File: src/rtl/corr_pkg.sv
package corr_pkg;
  localparam int unsigned OFS_W_DEF    = 16;
  localparam int unsigned RATE_W_DEF   = 12;
  localparam int unsigned SYNC_DEPTH   = 2;

  typedef struct packed {
    logic pend;
    logic elig;
  } slot_flags_t;
endpackage

File: src/rtl/corr_rst_sync.sv
module corr_rst_sync #(
  parameter int unsigned STAGES = corr_pkg::SYNC_DEPTH
) (
  input  logic clk,
  input  logic rst_n,
  output logic rst_sync_n
);
  localparam int unsigned MSB = STAGES - 1;

  logic [MSB:0] chain_q;
  logic [MSB:0] chain_n;

  generate
    if (STAGES == 1) begin : g_one
      always_comb chain_n = 1'b1;
    end else begin : g_many
      always_comb chain_n = {chain_q[MSB-1:0], 1'b1};
    end
  endgenerate

  always_ff @(posedge clk or negedge rst_n) begin
    if (!rst_n) chain_q <= '0;
    else        chain_q <= chain_n;
  end

  assign rst_sync_n = chain_q[MSB];
endmodule

File: src/rtl/corr_phase_track.sv
module corr_phase_track (
  input  logic clk,
  input  logic rst_n,
  input  logic run,
  input  logic cyc_start,
  input  logic cyc_odd,
  input  logic sseg_end,
  output logic late_now
);
  logic late_q;
  logic late_n;
  logic odd_sseg;

  assign odd_sseg = sseg_end & cyc_odd;

  always_comb begin
    late_n = late_q;
    if (!run)           late_n = 1'b0;
    else if (cyc_start) late_n = 1'b0;
    else if (odd_sseg)  late_n = 1'b1;
  end

  always_ff @(posedge clk or negedge rst_n) begin
    if (!rst_n) late_q <= 1'b0;
    else        late_q <= late_n;
  end

  // A write in a cycle-start clock belongs to the new cycle;
  // the odd static-end clock itself is already late.
  assign late_now = (late_q | odd_sseg) & ~cyc_start;

  assert_late_set_R3: assert property (@(posedge clk) disable iff (!rst_n)
    (run && odd_sseg && !cyc_start) |=> late_q);
  assert_late_clear_R10: assert property (@(posedge clk) disable iff (!rst_n)
    (cyc_start || !run) |=> !late_q);
endmodule

File: src/rtl/corr_req_slot.sv
module corr_req_slot #(
  parameter int unsigned W = 16
) (
  input  logic         clk,
  input  logic         rst_n,
  input  logic         flush,
  input  logic         wr,
  input  logic [W-1:0] wdata,
  input  logic         late_now,
  input  logic         promote,
  input  logic         apply_evt,
  output logic         apply_stb,
  output logic [W-1:0] apply_val
);
  import corr_pkg::*;

  slot_flags_t  flg_q, flg_n;
  logic [W-1:0] hold_q;
  logic [W-1:0] out_q;
  logic         stb_q, stb_n;
  logic         fire;
  logic         hold_en;
  logic         out_en;

  assign fire    = apply_evt & flg_q.pend & flg_q.elig & ~flush;
  assign hold_en = wr & ~flush;
  assign out_en  = fire;

  always_comb begin
    flg_n = flg_q;
    stb_n = fire;
    if (flush) begin
      flg_n = '0;
      stb_n = 1'b0;
    end else if (wr) begin
      flg_n.pend = 1'b1;
      // keep an earned target unless it is being consumed now
      flg_n.elig = ~late_now | (flg_q.pend & flg_q.elig & ~fire);
    end else if (fire) begin
      flg_n = '0;
    end else if (promote && flg_q.pend) begin
      flg_n.elig = 1'b1;
    end
  end

  always_ff @(posedge clk or negedge rst_n) begin
    if (!rst_n) begin
      flg_q <= '0;
      stb_q <= 1'b0;
    end else begin
      flg_q <= flg_n;
      stb_q <= stb_n;
    end
  end

  always_ff @(posedge clk or negedge rst_n) begin
    if (!rst_n)       hold_q <= '0;
    else if (hold_en) hold_q <= wdata;
  end

  always_ff @(posedge clk or negedge rst_n) begin
    if (!rst_n)      out_q <= '0;
    else if (out_en) out_q <= hold_q;
  end

  assign apply_stb = stb_q;
  assign apply_val = out_q;

  assert_late_deferred_R3: assert property (@(posedge clk) disable iff (!rst_n)
    (wr && late_now && !flush && !(flg_q.pend && flg_q.elig)) |=> (flg_q.pend && !flg_q.elig));
  assert_keep_target_R7: assert property (@(posedge clk) disable iff (!rst_n)
    (wr && !flush && flg_q.pend && flg_q.elig && !apply_evt) |=> (flg_q.pend && flg_q.elig));
  assert_flush_clears_R9: assert property (@(posedge clk) disable iff (!rst_n)
    flush |=> (!flg_q.pend && !stb_q));
  assert_strobe_consumes_R8: assert property (@(posedge clk) disable iff (!rst_n)
    (stb_q && !$past(wr)) |-> !flg_q.pend);
endmodule

File: src/rtl/corr_pair_scheduler.sv
module corr_pair_scheduler #(
  parameter int unsigned OFS_W      = corr_pkg::OFS_W_DEF,
  parameter int unsigned RATE_W     = corr_pkg::RATE_W_DEF,
  parameter int unsigned RST_STAGES = corr_pkg::SYNC_DEPTH
) (
  input  logic              clk,
  input  logic              rst_n,
  input  logic              eng_normal,
  input  logic              cyc_start,
  input  logic              cyc_odd,
  input  logic              sseg_end,
  input  logic              nit_start,
  input  logic              ofs_wr,
  input  logic [OFS_W-1:0]  ofs_wdata,
  input  logic              rate_wr,
  input  logic [RATE_W-1:0] rate_wdata,
  output logic              ofs_apply,
  output logic [OFS_W-1:0]  ofs_value,
  output logic              rate_apply,
  output logic [RATE_W-1:0] rate_value
);
  logic rst_i_n;
  logic late_now;
  logic flush;
  logic ofs_evt;
  logic rate_evt;

  corr_rst_sync #(.STAGES(RST_STAGES)) u_rst (
    .clk        (clk),
    .rst_n      (rst_n),
    .rst_sync_n (rst_i_n)
  );

  corr_phase_track u_phase (
    .clk       (clk),
    .rst_n     (rst_i_n),
    .run       (eng_normal),
    .cyc_start (cyc_start),
    .cyc_odd   (cyc_odd),
    .sseg_end  (sseg_end),
    .late_now  (late_now)
  );

  assign flush    = ~eng_normal;
  assign ofs_evt  = nit_start & cyc_odd;
  assign rate_evt = cyc_start & ~cyc_odd;

  corr_req_slot #(.W(OFS_W)) u_ofs (
    .clk       (clk),
    .rst_n     (rst_i_n),
    .flush     (flush),
    .wr        (ofs_wr),
    .wdata     (ofs_wdata),
    .late_now  (late_now),
    .promote   (cyc_start),
    .apply_evt (ofs_evt),
    .apply_stb (ofs_apply),
    .apply_val (ofs_value)
  );

  corr_req_slot #(.W(RATE_W)) u_rate (
    .clk       (clk),
    .rst_n     (rst_i_n),
    .flush     (flush),
    .wr        (rate_wr),
    .wdata     (rate_wdata),
    .late_now  (late_now),
    .promote   (cyc_start),
    .apply_evt (rate_evt),
    .apply_stb (rate_apply),
    .apply_val (rate_value)
  );

  assert_ofs_in_odd_nit_R1: assert property (@(posedge clk) disable iff (!rst_i_n)
    ofs_apply |-> $past(nit_start && cyc_odd && eng_normal));
  assert_rate_at_even_start_R4: assert property (@(posedge clk) disable iff (!rst_i_n)
    rate_apply |-> $past(cyc_start && !cyc_odd && eng_normal));
  assert_ofs_value_hold_R8: assert property (@(posedge clk) disable iff (!rst_i_n)
    !ofs_apply |-> $stable(ofs_value));
  assert_rate_value_hold_R8: assert property (@(posedge clk) disable iff (!rst_i_n)
    !rate_apply |-> $stable(rate_value));
  assert_quiet_when_stopped_R9: assert property (@(posedge clk) disable iff (!rst_i_n)
    $past(!eng_normal) |-> (!ofs_apply && !rate_apply));
endmodule

File: config.mk
export PLATFORM = sky130hd
export DESIGN_NAME = corr_pair_scheduler
export DESIGN_NICKNAME = d
export VERILOG_FILES = /design/src/rtl/corr_pkg.sv /design/src/rtl/corr_rst_sync.sv /design/src/rtl/corr_phase_track.sv /design/src/rtl/corr_req_slot.sv /design/src/rtl/corr_pair_scheduler.sv
export SDC_FILE = /design/constraint.sdc
export NUM_CORES = 1
export LEC_CHECK = 0
export CORE_MARGIN = 2
export CORE_UTILIZATION = 45
export DETAILED_ROUTE_END_ITERATION = 6
export DONT_BUFFER_PORTS = 1
export PLACE_DENSITY_LB_ADDON = 0.05
export SYNTH_ARGS = -nofsm -noshare
export SYNTH_HDL_FRONTEND = slang
export SYNTH_SLANG_ARGS = --single-unit
File: constraint.sdc
create_clock -name clk -period 2.3 [get_ports clk]
set_clock_uncertainty 0.1 [all_clocks]
set_input_delay 0.23 -clock clk [delete_from_list [all_inputs] [get_ports clk]]
set_output_delay 0.23 -clock clk [all_outputs]
set_load 0.005 [all_outputs]
==> key figures, run 1 <==
Global route
  – Initial antenna violation count: 0
  – Met1 Use GR: 0.212
  – Grt total ovfl: 0
  – Met3 global-route usage: 0.0566
  – Global-route wire length before repair: 7890 um
  – GRT busiest layer: met2
  – Largest net degree at the start of global routing: 37
  – Tot GR Track Use: 0.169
  – Vias in the first global route: between 1,500 and 2,000
  – GRT met2 Usage: 0.258

Logic synthesis
  – Post-synth top area share: 0.636
  – Synth top cells by count: 65 x dfrtp_1, 38 x mux2_2, 18 x mux2_4
  – Count leader, synth: dfrtp_1
  – Synth cell types: 25
  – Synthesized Nets: around 190
  – Post-synthesis sequential area ratio: 0.636
  – Post-Syn Instances: 154
  – Share of flip-flops with an asynchronous set or reset: 1.00
  – Synth area leaders: dfrtp_1 64%, mux2_2 17%, mux2_4 11%, buf_12 1.6%, a21oi_1 0.59%
  – Ys flop type: dfrtp_1
  – Synthesized area: 0.00256 mm^2
  – Synth area leader: dfrtp_1
  – Syn. warnings: 0
  – #FFs+latches synth: 65
  – Mean area per synthesized cell: 16.6 um^2
  – Post-synth EDFFs: 0

CTS
  – H-tree Lvls: 3
  – CTS Sinks: 65
  – Clk pin slew, worst setup/hold paths: approximately 0.07 ns
  – Number of gates resized after cts: 0
  – Root buffer cell: clkbuf_8
  – Number of CTS-inserted buffers: 9
  – Clk Latency, worst-skew pair: 0.33 ns
  – CTS tree: done
  – Clock Path Buffers: 2

Placed design
  – Pre-CTS WS: ~0.76 ns
  – RePlAce Congestion: 0.719
  – Number of port buffers: 0
  – DP Area: ~0.0026 mm^2
  – Hpwl dp: 3120 um

Critical path
  – Flop2flop setup slack: between 0.7 and 0.8 ns
  – Max stage delay on crit path: 0.38 ns
  – Critical Path End: u_ofs.apply_val[1]
  – Delay-heaviest family, CP: flip-flops
  – Max Fanout on Critical Path: 15
  – Crit. path cell count: 4
  – Slowest stage cell, crit path: dfrtp_1
  – Critical path origin: u_ofs.flg_q[0]
  – Crit path launch type: register
  – FF-to-FF path depth: 4
  – R2r startpoint: u_ofs.flg_q[0]
  – CP bufs+invs: 1
  – Critical Path RT: 2.41 ns
  – CP Class: reg2reg
  – Worst R2R End: u_ofs.apply_val[1]
  – Cell Chain, Critical Path: and3_1 > nand3_2 > inv_4 > mux2_2
  – Crit path DAT: roughly 1.7 ns
  – Setup crit end kind: register

Floorplanning
  – Core area: 0.00551 mm^2
  – Initial Utilization: 0.464
  – IO Count: 67
  – Width of the chip: between 70 and 80 um
  – Std-Cell Rows: 27
  – Die area: 0.00630 mm^2
  – Die Ht: 79.4 um

Timing
  – Achievable Freq: ~0.65 GHz
  – Slew HR: 0.580
  – Final min period: 1.54 ns
  – Fin. Hold Viols: 0
  – Post-Route Setup TNS: 0 ns
  – Fin Hold WS: ~0.022 ns
  – # setup viols final: 0
  – Final Max Tran Viols: 0
  – RSZ-0062 raised after global routing: no
  – Final WS setup: around 0.76 ns
  – Fin crit share: 0.668
  – Tightest Pin Transition: 0.630 ns

Routing
  – DRC viols: 0
  – ANT nets after route: 0
  – Routed via count: between 1,000 and 1,500
  – DR pass1 iterations: 4
  – Total wire length: approximately 4700 um
  – Initial DRC Count: 38
  – Post-DR vias/cell: 5.19
  – Wire per inst: approximately 17 um

Final layout
  – Area occupied by multi-input gates: about 860 um^2
  – Net count, final: approximately 230
  – Area Growth Syn to Fin: 23.9%
  – Antenna Diode Count: 0
  – Final instance area: 0.00317 mm^2
  – Fill cell count: 455
  – Register area: 0.00163 mm^2
  – Share of layout cells above drive strength 1: 0.381

Power
  – Power density over cell area: 893 mW/mm^2
  – Leakage power: roughly 1.4 nW
  – Peak supply drop: 0.403 mV
  – Total power: 2.83 mW

Job
  – Max-cap violations: 0

Run status
  – Outcome: complete, no violations

Worst hold path
  – HP Class: in2async
==> registers in the layout, indices dropped and copies added, names as in the netlist <==
signal and cells:
u_ofs.apply_stb 1, u_ofs.apply_val 16, u_ofs.flg_q 2, u_ofs.hold_q 16
u_phase.late_q 1, u_rate.apply_stb 1, u_rate.apply_val 12, u_rate.flg_q 2
u_rate.hold_q 12, u_rst.chain_q 2
==> placed cells by master, fill, tap and decap left out <==
cell type       n
nor2_1          2
nand3b_1        1
nand2_2         1
mux2_4         18
dfrtp_1        64
o21ai_0         3
nand2_1         4
inv_1           1
nand3b_2        1
nor3_1          1
clkinv_2        1
nor4bb_1        1
nor2_4          1
inv_4           1
nand3_1         2
a21oi_1         3
o2bb2ai_1       1
buf_12          1
and3_1          1
a31oi_1         1
clkbuf_1        2
dlygate4sd3_1  35
mux2_2         38
nand3_2         1
conb_1          1
bufinv_16       1
clkbuf_8       12
a211oi_1        2
dfrtp_2         1
==> report_power, final <==
part           internal, mW  switching [mW]  total [mW]
Sequential             1.34           0.159        1.50
Combinational         0.240          0.0920       0.332
Clock                 0.589           0.404       0.993
Total                  2.17           0.655        2.83
==> worst min-delay path by stage <==
| stage | start | endpoint | slack, ns | depth (start not counted) |
|---|---|---|---|---|
| 2_1_floorplan | rst_n | u_rst.chain_q[0] | -0.17 | 0 |
| 3_3_place_gp | rst_n | u_rst.chain_q[0] | -0.17 | 0 |
| 3_5_place_dp | rst_n | u_rst.chain_q[0] | -0.17 | 0 |
| 4_1_cts | rst_n | u_rst.chain_q[0] | 0.004 | 1 |
| 5_1_grt | rst_n | u_rst.chain_q[0] | 0.01 | 1 |
| 6_report | rst_n | u_rst.chain_q[0] | 0.02 | 1 |
==> layer usage <==
layer | share of wire | vias to the layer above
met5 | 0 | -
met2 | 0.48 | 54
li1 | - | 634
met3 | 0.079 | 14
met1 | 0.41 | 719
met4 | 0.025 | 0
==> cells by family (layout without fill, tap and decap cells) <==
family,after synthesis,count (layout),share of synthesized area
buf+inv,6,54,0.0269
compound gates,10,10,0.0235
flops,65,65,0.636
mux,56,56,0.273
simple gates,16,16,0.0391
other cells,1,1,0.00147
==> metrics by stage <==
stage / utilization / instances
floorplan: - / 154
detailed placement: 0.474 / 223
CTS: 0.575 / 274
global placement: 0.474 / 223
global route: 0.575 / 274
finish: 0.575 / 274
==> layout make-up <==
class | instances | share of cell area
sequential | 65 | 0.514
multi-input combinational | 83 | 0.272
timing repair buffer | 36 | 0.117
clock buffer | 14 | 0.0545
tap | 72 | 0.0284
clock inverter | 2 | 0.0111
inverter | 2 | 0.00316
==> what timing repair did <==
item	CTS	global route
setup buffers	0	0
endpoints found under the hold margin	35	0
hold buffers	35	0
Note: power is estimated with default switching activity, not from simulation.
==> inputs of run 2 (changes only) <==
clock period = 1.4 ns   (was 2.3 ns; I/O delays follow)
==> key figures, run 2 (synthesized netlist as in run 1, its figures left out) <==
Critical path
  – Max stage delay on crit path: approximately 0.57 ns
  – Critical Path RT: 1.52 ns
  – CP bufs+invs: 2
  – Slowest stage cell, crit path: dlygate4sd3_1
  – Crit path launch type: input port
  – Crit path DAT: ~1.5 ns
  – Delay-heaviest family, CP: buffers and inverters
  – Setup crit end kind: register
  – Max Fanout on Critical Path: 15
  – CP Class: in2reg
  – Cell Chain, Critical Path: dlygate4sd3_1 > and3_4 > nand3_4 > clkinv_8 > mux2_2

Floorplanning
  – Std-Cell Rows: 27
  – Die area: roughly 0.0063 mm^2
  – Width of the chip: 79.4 um
  – IO Count: 67
  – Initial Utilization: 0.464
  – Core area: 0.00551 mm^2
  – Die Ht: 79.4 um

Global route
  – Global-route wire length before repair: around 7800 um
  – Met3 global-route usage: 0.0837
  – GRT busiest layer: met2
  – Met1 Use GR: 0.211
  – Grt total ovfl: 0
  – Initial antenna violation count: 0
  – Largest net degree at the start of global routing: 39
  – Vias in the first global route: 1,565
  – Tot GR Track Use: 0.167
  – GRT met2 Usage: 0.248

Routing
  – ANT nets after route: 0
  – Post-DR vias/cell: ~5.1
  – Initial DRC Count: 70
  – Wire per inst: 16.9 um
  – Total wire length: 4800 um
  – DR pass1 iterations: 4
  – DRC viols: 0
  – Routed via count: 1,447

Placed design
  – Post-Place Cells: 230
  – Pre-CTS WS: -0.0342 ns
  – RePlAce Congestion: 0.684
  – Number of port buffers: 0
  – DP Area: 0.00268 mm^2
  – Hpwl dp: 3000 um

Timing
  – Fin Hold WS: 0.00586 ns
  – Final min period: 1.38 ns
  – Final WS setup: around 0.024 ns
  – # setup viols final: 0
  – Fin crit share: 0.983
  – Fin. Hold Viols: 0
  – Post-Route Setup TNS: 0 ns
  – Final Max Tran Viols: 0
  – Achievable Freq: between 0.7 and 0.8 GHz
  – RSZ-0062 raised after global routing: yes

CTS
  – CTS Sinks: 65
  – Post-CTS setup buffers: 0
  – Clk pin slew, worst setup/hold paths: 0.07 ns
  – Number of CTS-inserted buffers: 9
  – H-tree Lvls: 3
  – Root buffer cell: clkbuf_8
  – Clk Latency, worst-skew pair: 0.34 ns
  – CTS tree: done
  – Clock Path Buffers: 2

Final layout
  – Most frequent cells in the layout: 64 x dfrtp_1, 38 x dlygate4sd3_1, 36 x mux2_2, 20 x mux2_4, 9 x clkbuf_8
  – Commonest non-fill, non-tap cell in the layout: dfrtp_1
  – Share of layout cells above drive strength 1: 0.410
  – Final instance area: between 0.003 and 0.004 mm^2
  – Post-layout util: 0.595
  – Non-filler cells, final: 284
  – Net count, final: 244
  – Fill cell count: 442
  – Antenna Diode Count: 0
  – Area Growth Syn to Fin: 28.1%

Job
  – Max-cap violations: 0

Worst hold path
  – HP Class: in2reg

Power
  – Leakage power: 1.46 nW
  – Total power: roughly 4.6 mW
  – Peak supply drop: 0.746 mV
  – Power density over cell area: 1400 mW/mm^2

Run status
  – Outcome: complete, no violations
[run 2: area by class of cell]
cell class                 instances  area (um^2)  share of cell area
sequential                        65         1630               0.497
multi-input combinational         83          886               0.270
timing repair buffer              46          457               0.139
clock buffer                      10          128              0.0389
tap                               72         90.1              0.0275
clock inverter                     6         68.8              0.0210
inverter                           2         20.0             0.00611
[run 2: what timing repair did]
| action | in CTS | in global routing |
|---|---|---|
| hold buffers | 36 | 2 |
| hold endpoints to repair | 36 | 2 |
| setup endpoints to repair | 6 | 15 |
| resized for setup | 1 | 6 |
[run 2: tightest hold or removal path, cell delays in order]
cell and delay (ns):
a21oi_2 0.04, o21ai_0 0.14, a211oi_1 0.07
[run 2: where the power goes]
| group | leakage, nW | switching, mW | internal, mW |
|---|---|---|---|
| clock network | 0.0964 | 0.732 | 0.828 |
| logic | 0.554 | 0.175 | 0.419 |
| registers | 0.810 | 0.232 | 2.21 |
| total | 1.46 | 1.14 | 3.45 |
[run 2: worst paths after layout]
| path | cells after the start | from | slack (ns) | endpoint |
|---|---|---|---|---|
| hold / removal | 3 | sseg_end | 0.006 | u_ofs.flg_q[0] |
| setup reg to reg | 3 | u_phase.late_q | 0.05 | u_phase.late_q |
| setup / recovery | 5 | cyc_odd | 0.02 | u_ofs.apply_val[3] |
| hold reg to reg | 1 | u_rst.chain_q[1] | 0.17 | u_rate.apply_val[6] |
| min in group asynchronous | 1 | u_rst.chain_q[1] | 0.17 | u_rate.apply_val[6] |
| max in group asynchronous | 2 | rst_n | 0.61 | u_rst.chain_q[1] |
[run 2: metal layers]
layer	vias up	wire, um
met5	-	0
met4	0	45
met3	6	403
met2	56	2210
met1	732	2140
li1	653	-
